File: src/rtl/debugTapPkg.sv
package debugTapPkg;
  localparam int DW    = 32;
  localparam int IR_W  = 5;
  localparam int SR_W  = 3 * DW;
  localparam int LEN_W = $clog2(SR_W);

  localparam logic [IR_W-1:0] IR_DEVID = 5'h01;
  localparam logic [IR_W-1:0] IR_IMPL  = 5'h03;
  localparam logic [IR_W-1:0] IR_ADDR  = 5'h08;
  localparam logic [IR_W-1:0] IR_DATA  = 5'h09;
  localparam logic [IR_W-1:0] IR_CTRL  = 5'h0A;
  localparam logic [IR_W-1:0] IR_CHAIN = 5'h0B;
  localparam logic [IR_W-1:0] IR_FAST  = 5'h0E;

  // control word bit positions
  localparam int B_ROCC    = 31;
  localparam int B_SIZE    = 29;
  localparam int B_PERIPH  = 20;
  localparam int B_DIR     = 19;
  localparam int B_PEND    = 18;
  localparam int B_PENABLE = 15;
  localparam int B_PTRAP   = 14;
  localparam int B_BREAK   = 12;
  localparam int B_DMODE   = 3;

  typedef enum logic [2:0] {
    SEL_BYPASS, SEL_ID, SEL_IMPL, SEL_ADDR, SEL_DATA, SEL_CTRL, SEL_CHAIN, SEL_FAST
  } regSel_e;

  typedef struct packed {
    logic    capture;
    logic    shift;
    logic    update;
    regSel_e sel;
  } scanCtl_t;
endpackage

File: src/rtl/debugTapCtrl.sv
module debugTapCtrl
  import debugTapPkg::*;
(
  input  logic            clk,
  input  logic            rstN,
  input  logic            captureDr,
  input  logic            shiftDr,
  input  logic            updateDr,
  input  logic            updateIr,
  input  logic [IR_W-1:0] irCode,
  output scanCtl_t        ctl
);
  logic [IR_W-1:0] irReg;
  regSel_e         sel;

  always_ff @(posedge clk or negedge rstN) begin
    if (!rstN)         irReg <= IR_DEVID;
    else if (updateIr) irReg <= irCode;
  end

  always_comb begin
    case (irReg)
      IR_DEVID: sel = SEL_ID;
      IR_IMPL:  sel = SEL_IMPL;
      IR_ADDR:  sel = SEL_ADDR;
      IR_DATA:  sel = SEL_DATA;
      IR_CTRL:  sel = SEL_CTRL;
      IR_CHAIN: sel = SEL_CHAIN;
      IR_FAST:  sel = SEL_FAST;
      default:  sel = SEL_BYPASS;
    endcase
  end

  assign ctl.capture = captureDr;
  assign ctl.shift   = shiftDr;
  assign ctl.update  = updateDr;
  assign ctl.sel     = sel;
endmodule

File: src/rtl/debugTapPath.sv
module debugTapPath
  import debugTapPkg::*;
#(
  parameter logic [DW-1:0] ID_VALUE   = 32'h0A5C_1F03,
  parameter logic [DW-1:0] IMPL_VALUE = 32'h4100_0000
) (
  input  logic          clk,
  input  logic          rstN,
  input  scanCtl_t      ctl,
  input  logic          tdi,
  output logic          tdo,
  input  logic          coreReq,
  input  logic          coreWrite,
  input  logic [1:0]    coreSize,
  input  logic [DW-1:0] coreAddr,
  input  logic [DW-1:0] coreWdata,
  output logic          coreAck,
  output logic [DW-1:0] coreRdata,
  input  logic          debugMode,
  output logic          dbgIntReq,
  output logic          periphReset,
  output logic          probeEn,
  output logic          probeTrap
);
  logic [SR_W-1:0]  scanReg, capVal, shiftNxt;
  logic [LEN_W-1:0] topIdx;
  logic [DW-1:0]    addrReg, dataReg, ctrlWord, ctrlIn, dataIn;
  logic [1:0]       sizeReg;
  logic             isStore, pending, capPend, resetSeen, brkReq;
  logic             wrCtrl, wrData, latchReq, completeReq;

  always_comb begin
    ctrlWord            = '0;
    ctrlWord[B_ROCC]    = resetSeen;
    ctrlWord[B_SIZE+:2] = sizeReg;
    ctrlWord[B_PERIPH]  = periphReset;
    ctrlWord[B_DIR]     = isStore;
    ctrlWord[B_PEND]    = pending;
    ctrlWord[B_PENABLE] = probeEn;
    ctrlWord[B_PTRAP]   = probeTrap;
    ctrlWord[B_BREAK]   = brkReq;
    ctrlWord[B_DMODE]   = debugMode;
  end

  always_comb begin
    case (ctl.sel)
      SEL_ID:    capVal = SR_W'(ID_VALUE);
      SEL_IMPL:  capVal = SR_W'(IMPL_VALUE);
      SEL_ADDR:  capVal = SR_W'(addrReg);
      SEL_DATA:  capVal = SR_W'(dataReg);
      SEL_CTRL:  capVal = SR_W'(ctrlWord);
      SEL_CHAIN: capVal = {ctrlWord, dataReg, addrReg};
      SEL_FAST:  capVal = SR_W'({dataReg, pending});
      default:   capVal = '0;
    endcase
  end

  always_comb begin
    case (ctl.sel)
      SEL_BYPASS: topIdx = '0;
      SEL_FAST:   topIdx = LEN_W'(DW);
      SEL_CHAIN:  topIdx = LEN_W'(SR_W - 1);
      default:    topIdx = LEN_W'(DW - 1);
    endcase
    shiftNxt         = scanReg >> 1;
    shiftNxt[topIdx] = tdi;
  end

  always_ff @(posedge clk or negedge rstN) begin
    if (!rstN) begin
      scanReg <= '0;
      capPend <= 1'b0;
    end else if (ctl.capture) begin
      scanReg <= capVal;
      capPend <= pending && (ctl.sel inside {SEL_CTRL, SEL_CHAIN, SEL_FAST});
    end else if (ctl.shift) begin
      scanReg <= shiftNxt;
    end
  end

  assign tdo = scanReg[0];

  // commit decode
  always_comb begin
    wrCtrl = ctl.update && (ctl.sel inside {SEL_CTRL, SEL_CHAIN});
    ctrlIn = (ctl.sel == SEL_CHAIN) ? scanReg[3*DW-1:2*DW] : scanReg[DW-1:0];
    wrData = ctl.update && (ctl.sel inside {SEL_DATA, SEL_CHAIN, SEL_FAST});
    case (ctl.sel)
      SEL_CHAIN: dataIn = scanReg[2*DW-1:DW];
      SEL_FAST:  dataIn = scanReg[DW:1];
      default:   dataIn = scanReg[DW-1:0];
    endcase
    completeReq = ctl.update && capPend &&
                  ((wrCtrl && !ctrlIn[B_PEND]) || (ctl.sel == SEL_FAST && !scanReg[0]));
    latchReq    = coreReq && !pending && !coreAck;
  end

  always_ff @(posedge clk or negedge rstN) begin
    if (!rstN) begin
      pending <= 1'b0;
      coreAck <= 1'b0;
      addrReg <= '0;
      dataReg <= '0;
      sizeReg <= '0;
      isStore <= 1'b0;
    end else begin
      coreAck <= completeReq;
      if (completeReq)   pending <= 1'b0;
      else if (latchReq) pending <= 1'b1;
      if (latchReq) begin
        addrReg <= coreAddr;
        sizeReg <= coreSize;
        isStore <= coreWrite;
      end
      if (latchReq && coreWrite) dataReg <= coreWdata;
      else if (wrData)           dataReg <= dataIn;
    end
  end

  always_ff @(posedge clk or negedge rstN) begin
    if (!rstN) begin
      resetSeen   <= 1'b1;
      brkReq      <= 1'b0;
      periphReset <= 1'b0;
      probeEn     <= 1'b0;
      probeTrap   <= 1'b0;
    end else begin
      if (wrCtrl && !ctrlIn[B_ROCC]) resetSeen <= 1'b0;
      if (debugMode)                        brkReq <= 1'b0;
      else if (wrCtrl && ctrlIn[B_BREAK])   brkReq <= 1'b1;
      if (wrCtrl) begin
        periphReset <= ctrlIn[B_PERIPH];
        probeEn     <= ctrlIn[B_PENABLE];
        probeTrap   <= ctrlIn[B_PTRAP];
      end
    end
  end

  assign coreRdata = dataReg;
  assign dbgIntReq = brkReq;
endmodule

File: src/rtl/debugTapRegs.sv
module debugTapRegs
  import debugTapPkg::*;
#(
  parameter logic [DW-1:0] ID_VALUE   = 32'h0A5C_1F03,
  parameter logic [DW-1:0] IMPL_VALUE = 32'h4100_0000
) (
  input  logic          clk,
  input  logic          rstN,
  input  logic          captureDr,
  input  logic          shiftDr,
  input  logic          updateDr,
  input  logic          updateIr,
  input  logic [IR_W-1:0] irCode,
  input  logic          tdi,
  output logic          tdo,
  input  logic          coreReq,
  input  logic          coreWrite,
  input  logic [1:0]    coreSize,
  input  logic [DW-1:0] coreAddr,
  input  logic [DW-1:0] coreWdata,
  output logic          coreAck,
  output logic [DW-1:0] coreRdata,
  input  logic          debugMode,
  output logic          dbgIntReq,
  output logic          periphReset,
  output logic          probeEn,
  output logic          probeTrap
);
  scanCtl_t ctl;

  debugTapCtrl ctrl_i (
    .clk(clk), .rstN(rstN), .captureDr(captureDr), .shiftDr(shiftDr),
    .updateDr(updateDr), .updateIr(updateIr), .irCode(irCode), .ctl(ctl)
  );

  debugTapPath #(.ID_VALUE(ID_VALUE), .IMPL_VALUE(IMPL_VALUE)) path_i (
    .clk(clk), .rstN(rstN), .ctl(ctl), .tdi(tdi), .tdo(tdo),
    .coreReq(coreReq), .coreWrite(coreWrite), .coreSize(coreSize),
    .coreAddr(coreAddr), .coreWdata(coreWdata), .coreAck(coreAck),
    .coreRdata(coreRdata), .debugMode(debugMode), .dbgIntReq(dbgIntReq),
    .periphReset(periphReset), .probeEn(probeEn), .probeTrap(probeTrap)
  );
endmodule

File: config.mk
export PLATFORM = sky130hd
export DESIGN_NAME = debugTapRegs
export DESIGN_NICKNAME = d
export VERILOG_FILES = /design/src/rtl/debugTapPkg.sv /design/src/rtl/debugTapCtrl.sv /design/src/rtl/debugTapPath.sv /design/src/rtl/debugTapRegs.sv
export SDC_FILE = /design/constraint.sdc
export NUM_CORES = 1
export LEC_CHECK = 0
export BUFFER_PORTS_ARGS = -buffer_cell sky130_fd_sc_hd__buf_2
export CORE_MARGIN = 3
export CORE_UTILIZATION = 40
export CTS_BUF_LIST = sky130_fd_sc_hd__clkbuf_16
export CTS_CLUSTER_SIZE = 28
export DETAILED_ROUTE_END_ITERATION = 7
export PLACE_DENSITY = 0.58
export SYNTH_ARGS = -nofsm -noshare
export SYNTH_HDL_FRONTEND = slang
export SYNTH_HIERARCHICAL = 1
export SYNTH_SLANG_ARGS = --single-unit
File: constraint.sdc
create_clock -name clk -period 2.4 [get_ports clk]
set_clock_uncertainty 0.05 [all_clocks]
set_input_delay 0.24 -clock clk [delete_from_list [all_inputs] [get_ports clk]]
set_output_delay 0.24 -clock clk [all_outputs]
set_load 0.1 [all_outputs]
==> flow_metrics.env, run 1 <==
export IMPL_cp_start_kind="register"
export IMPL_maxSlewViolCount=0
export IMPL_synthToLayoutAreaGrowth_pct=28.62
export IMPL_fillCellCount=2238
export IMPL_hold_end="ctrl_i/irReg[3]"
export IMPL_die_width_um=163.6
export IMPL_grt_max_degree=57
export IMPL_wl_met3_mm=1.720
export IMPL_antenna_left=0
export IMPL_initial_core_util=0.4076
export IMPL_antenna_found_initial=0
export IMPL_fin_tns_setup_ps=0
export IMPL_r2r_end="path_i/scanReg[27]"
export IMPL_cts_sinks=176
export IMPL_portBuffers=118
export IMPL_synth_edf_count=0
export IMPL_num_vias=8585
export IMPL_worstPathRequired_ps=2700
export IMPL_maxSlewHeadroom=0.5375
export IMPL_grtUsageTotal=0.2271
export IMPL_cp_data_arrival_time_ps=2680
export IMPL_final_setup_worst_slack_ps=23.26
export IMPL_synth_flop_cell="dfrtp_1"
export IMPL_instances_no_fill=1541
export IMPL_worst_pin_slew_ps=691.2
export IMPL_p_leak_uw=0.005400
export IMPL_rsz0062_at_grt="true"
export IMPL_layout_nets=1285
export IMPL_post_dp_hpwl_mm=20.49
export IMPL_ys_seq_elements=176
export IMPL_routed_via_density=5.571
export IMPL_wl_met2_mm=14.08
export IMPL_drv_cap=0
export IMPL_drt_wl_total_mm=30.37
export IMPL_placed_area_sq_mm=0.01113
export IMPL_fin_area_sq_mm=0.01279
export IMPL_core_area_sq_mm=0.02439
export IMPL_highest_layer="met4"
export IMPL_ys_seq_area_frac=0.4433
export IMPL_synth_area_per_cell_sq_um=9.872
export IMPL_power_density_mw_per_mm2=758.3
export IMPL_yosys_warnings=6
export IMPL_drive_above_1_share=0.2868
export IMPL_preCtsSetupSlack_ps=-28.12
export IMPL_overflow=0
export IMPL_n_antenna_cell=0
export IMPL_synthesis_nets=1088
export IMPL_cts_path_max_buffers=2
export IMPL_fin_crit_sh=0.9903
export IMPL_reg2reg_slack_ps=20
export IMPL_crit_fanout=17
export IMPL_reg2reg_from="ctrl_i/irReg[0]"
export IMPL_placed_cells=1427
export IMPL_clkTransAtPathRegs_ps=70
export IMPL_cts_made_buffers=17
export IMPL_period_minus_slack_ps=2377
export IMPL_cts_root_buf="clkbuf_16"
export IMPL_wire_per_inst_um=19.71
export IMPL_holdPathStages=2
export IMPL_wl_met1_mm=14.11
export IMPL_postSynthCellCount=1007
export IMPL_clk_latency_ps=440
export IMPL_setup_worst_path_class="reg -> reg"
export IMPL_layout_common_cells="dfrtp_1 (174), mux2i_1 (123), buf_2 (116)"
export IMPL_hold_viol=0
export IMPL_synth_cell_types=57
export IMPL_peakVddDrop_uv=512.3
export IMPL_die_area_sq_mm=0.02678
export IMPL_fmax_mhz=420.7
export IMPL_fp_dieH_um=163.6
export IMPL_grt_pass1_wl_mm=47.70
export IMPL_ios=119
export IMPL_firstDrtPassIters=6
export IMPL_grt_pass1_vias=8469
export IMPL_hold_class="in -> reg"
export IMPL_gp_congestion=0.8385
export IMPL_synthArstFlopShare=1.000
export IMPL_min_from="updateIr"
export IMPL_drc=0
export IMPL_cts_tree="done"
export IMPL_htreeDepth=4
export IMPL_num_rows=57
export IMPL_netlist_area_sq_mm=0.009941
export IMPL_worstSetupEndpointType="register"
export IMPL_setup_violations=0
export IMPL_rr_worst_depth=9
export IMPL_outcome="complete, no violations"
export IMPL_drtIter0Drc=668
export IMPL_final_common_cell="dfrtp_1"
[Yosys cell counts (2+ instances only)]
cell | instances | area, sq um
clkbuf_1 | 17 | 63.81
dfrtp_1 | 174 | 4354
maj3_1 | 2 | 20.02
a221oi_1 | 18 | 157.7
o22ai_1 | 13 | 81.33
o22ai_2 | 13 | 162.7
nand3_1 | 10 | 50.05
or3b_1 | 2 | 17.52
a22oi_1 | 3 | 22.52
clkbuf_2 | 2 | 10.01
buf_2 | 42 | 210.2
o21ai_0 | 34 | 170.2
o21ai_1 | 64 | 320.3
nand2_1 | 101 | 379.1
a2111oi_1 | 9 | 90.09
buf_6 | 11 | 123.9
dfstp_2 | 2 | 52.55
a2111oi_0 | 4 | 35.03
nand2b_1 | 14 | 87.58
o2bb2ai_1 | 13 | 113.9
a2111oi_2 | 20 | 300.3
a21oi_1 | 118 | 590.6
buf_4 | 14 | 105.1
inv_1 | 27 | 101.4
buf_1 | 6 | 22.52
mux2i_1 | 123 | 1231
nor2b_1 | 16 | 100.1
mux2_2 | 40 | 450.4
nor4b_1 | 2 | 17.52
a32oi_1 | 5 | 43.79
nor2_1 | 58 | 217.7
and2_1 | 2 | 12.51
a2bb2oi_1 | 4 | 35.03
[worst max-delay path: stages, from the launching register on]
cell and delay [ps]:
dfstp_2 610, nor2_2 70, a2111oi_4 400, clkbuf_8 260
buf_4 180, or3_4 150, and2_4 170, buf_12 160
o21ai_1 100, a22oi_1 140
[metal layers]
metal,vias up,global-route usage
met1,4231,0.3315
met2,263,0.3577
met4,0,0.05306
met3,32,0.03246
li1,4059,-
met5,-,0
[power breakdown]
| part | leakage [uW] | internal [uW] | switching (uW) |
|---|---|---|---|
| Sequential | 0.00232 | 3280 | 492 |
| Clock | 0.000299 | 1510 | 1400 |
| Combinational | 0.00278 | 859 | 2150 |
[final cells by class]
type                       count  area (sq um)  area share
clock buffer                  17         425.4     0.03327
clock inverter                15         193.9     0.01517
tap                          324         405.4     0.03171
timing repair buffer         270          2137      0.1671
multi-input combinational    710          5109      0.3996
sequential                   176          4407      0.3447
inverter                      29         108.9    0.008514
[how the worst max path moves through the flow]
stage	startpoint	endpoint	slack [ps]	depth (start not counted)
after CTS	ctrl_i/irReg[0]	path_i/scanReg[67]	10	9
after detailed placement	ctrl_i/irReg[0]	path_i/scanReg[79]	-30	9
after global placement	ctrl_i/irReg[0]	path_i/coreRdata[31]	-30	8
after floorplan	ctrl_i/irReg[0]	path_i/scanReg[21]	220	9
after global routing	ctrl_i/irReg[0]	path_i/scanReg[24]	-100	7
final	ctrl_i/irReg[0]	path_i/scanReg[27]	20	9
[metrics by stage]
| step | total power [uW] | util | hold slack (ps) |
|---|---|---|---|
| floorplan | 5828 | - | -105.6 |
| global placement | 6619 | 0.4562 | 208.9 |
| detailed placement | 6643 | 0.4562 | 206.6 |
| CTS | 9678 | 0.5125 | 15.51 |
| global route | 10130 | 0.5242 | 35.01 |
| finish | 9695 | 0.5242 | 28.00 |
[logic make-up (layout without fill, tap and decap cells)]
| family | count (synthesis) | in the layout | share of synthesized area |
|---|---|---|---|
| buffers and inverters | 122 | 331 | 0.06558 |
| AND/OR/NAND/NOR | 215 | 215 | 0.09692 |
| XOR/XNOR | 1 | 1 | 0.0008812 |
| AO/OA/AOI/OAI | 328 | 329 | 0.2222 |
| multiplexers | 163 | 163 | 0.1692 |
| flip-flops | 176 | 176 | 0.4433 |
| adder cells (fa/ha/maj) | 2 | 2 | 0.002014 |
[repair_timing]
action / CTS / global route
hold buffers: 73 / 0
hold endpoints to repair: 124 / 0
endpoints found under the setup margin: 21 / 102
gates cloned: 0 / 3
gates resized for setup: 2 / 53
pin swaps: 1 / 8
setup buffers: 2 / 4
[flip-flops by register name, indices dropped and copies added (netlist names), 2 cells and up]
signal            cells
path_i/sizeReg        2
path_i/scanReg       96
path_i/addrReg       32
path_i/coreRdata     32
ctrl_i/irReg          5
No activity file was read; power rests on OpenSTA's default activity.
==> inputs of run 2 (changes only) <==
==> constraint.sdc (replaced) <==
create_clock -name clk -period 2.43 [get_ports clk]
set_clock_uncertainty 0.05 [all_clocks]
set_input_delay 0.243 -clock clk [delete_from_list [all_inputs] [get_ports clk]]
set_output_delay 0.243 -clock clk [all_outputs]
set_load 0.1 [all_outputs]
==> flow_metrics.env, run 2 (synthesis gave the netlist of run 1 again) <==
export IMPL_cts_root_buf="clkbuf_16"
export IMPL_fmax_mhz=417.9
export IMPL_largest_register_ff_count=96
export IMPL_antenna_left=0
export IMPL_htreeDepth=4
export IMPL_layout_common_cells="dfrtp_1 (172), mux2i_1 (123), buf_2 (116)"
export IMPL_overflow=0
export IMPL_fin_crit_sh=0.9847
export IMPL_power_total_uw=9468
export IMPL_power_density_mw_per_mm2=739.6
export IMPL_ios=119
export IMPL_cts_made_buffers=17
export IMPL_setup_violations=0
export IMPL_cts_path_max_buffers=2
export IMPL_cp_data_arrival_time_ps=2660
export IMPL_preCtsSetupSlack_ps=-87.16
export IMPL_grt_max_degree=65
export IMPL_wire_per_inst_um=19.71
export IMPL_die_area_sq_mm=0.02678
export IMPL_fp_dieH_um=163.6
export IMPL_hold_class="in -> reg"
export IMPL_final_setup_worst_slack_ps=37.10
export IMPL_num_rows=57
export IMPL_cp_slowest_cell="dfstp_2"
export IMPL_peakVddDrop_uv=478.2
export IMPL_drive_above_1_share=0.2885
export IMPL_fin_area_sq_mm=0.01280
export IMPL_fillCellCount=2231
export IMPL_cts_sinks=176
export IMPL_rsz0062_at_grt="true"
export IMPL_firstDrtPassIters=6
export IMPL_core_area_sq_mm=0.02439
export IMPL_regMostFlops="path_i/scanReg"
export IMPL_initial_core_util=0.4076
export IMPL_antenna_found_initial=0
export IMPL_num_vias=8643
export IMPL_cp_start_kind="register"
export IMPL_placed_area_sq_mm=0.01109
export IMPL_gp_congestion=0.8415
export IMPL_crit_chain="nor2_2, a2111oi_4, clkbuf_8, buf_4, nand2b_4, buf_6, o21ai_0, a221oi_1, a21oi_1"
export IMPL_post_dp_hpwl_mm=20.50
export IMPL_grtUsageTotal=0.2270
export IMPL_maxSlewHeadroom=0.5482
export IMPL_drtIter0Drc=610
export IMPL_worst_pin_slew_ps=675.3
export IMPL_synthToLayoutAreaGrowth_pct=28.79
export IMPL_final_core_util=0.5249
export IMPL_p_leak_uw=0.005399
export IMPL_drt_wl_total_mm=30.44
export IMPL_clk_latency_ps=440
export IMPL_die_width_um=163.6
export IMPL_crit_fanout=9
export IMPL_portBuffers=118
export IMPL_final_common_cell="dfrtp_1"
export IMPL_drc=0
export IMPL_cts_tree="done"
export IMPL_maxSlewViolCount=0
export IMPL_setup_worst_path_class="reg -> reg"
export IMPL_routed_via_density=5.598
export IMPL_drv_cap=0
export IMPL_worstSetupEndpointType="register"
export IMPL_grt_pass1_wl_mm=47.67
export IMPL_n_antenna_cell=0
export IMPL_layout_nets=1288
export IMPL_worstPathRequired_ps=2700
export IMPL_critPathMaxStageDelay_ps=610
export IMPL_clkTransAtPathRegs_ps=70
export IMPL_fin_tns_setup_ps=0
export IMPL_outcome="complete, no violations"
export IMPL_grt_pass1_vias=8390
export IMPL_period_minus_slack_ps=2393
export IMPL_hold_viol=0
## run 2: changes by cell type in the layout (fill, tap and decap cells not counted), moves of 2 or more
cell	change
a21oi_2	-4
a2111oi_1	+3
buf_8	-2
clkinv_8	-4
dfrtp_1	-2
a21oi_1	+2
a21oi_4	+2
clkinv_2	+3
inv_8	-5
dfrtp_2	+2
nor2_2	+2
a2111oi_2	-2
clkinv_1	+2
## run 2: critical path: cells and delay by family (launching register included)
kind                   cells  cell delay, ps
AO/OA/AOI/OAI              4             860
buffers and inverters      3             560
flip-flops                 1             610
AND/OR/NAND/NOR            2             200
## run 2: layout make-up
type | count | area [sq um] | area share
sequential | 176 | 4409 | 0.3444
timing repair buffer | 272 | 2153 | 0.1682
tap | 324 | 405.4 | 0.03167
inverter | 29 | 108.9 | 0.008503
multi-input combinational | 711 | 5155 | 0.4027
clock buffer | 17 | 425.4 | 0.03323
clock inverter | 15 | 145.1 | 0.01134
## run 2: repair_timing
| item | 4_1_cts | 5_1_grt |
|---|---|---|
| hold buffers | 73 | 0 |
| gates resized for setup | 3 | 54 |
| hold endpoints to repair | 105 | 0 |
| gates cloned | 1 | 3 |
| setup endpoints to repair | 23 | 108 |
| setup buffers | 3 | 12 |
| pin swaps | 0 | 13 |
## run 2: metal layers
layer | GRT usage | wire [um] | up-vias
li1 | - | - | 4058
met4 | 0.06267 | 626 | 0
met1 | 0.3319 | 14300 | 4264
met5 | 0 | 0 | -
met3 | 0.03322 | 1569 | 53
met2 | 0.3511 | 13940 | 268
## run 2: path summary, 6_finish.rpt
kind | from | to | slack, ps | cells after the start
setup / recovery | ctrl_i/irReg[0] | path_i/scanReg[0] | 40 | 9
hold / removal | updateIr | ctrl_i/irReg[3] | 50 | 2
setup reg to reg | ctrl_i/irReg[0] | path_i/scanReg[0] | 40 | 9
hold reg to reg | path_i/resetSeen | path_i/resetSeen | 430 | 1
max in group asynchronous | rstN | path_i/scanReg[38] | 1350 | 3
min in group asynchronous | rstN | path_i/coreRdata[24] | 230 | 2
## run 2: through the flow
| step | hold WS (ps) | instances |
|---|---|---|
| floorplan | -102.6 | 1007 |
| global placement | 127.5 | 1420 |
| detailed placement | 125.3 | 1420 |
| CTS | 33.63 | 1529 |
| global route | 74.11 | 1544 |
| finish | 46.23 | 1544 |
## run 2: where the power goes
group	internal [uW]	leakage [uW]	switching, uW
Sequential	3240	0.00232	486
Clock	1510	0.000280	1230
Combinational	872	0.00280	2130
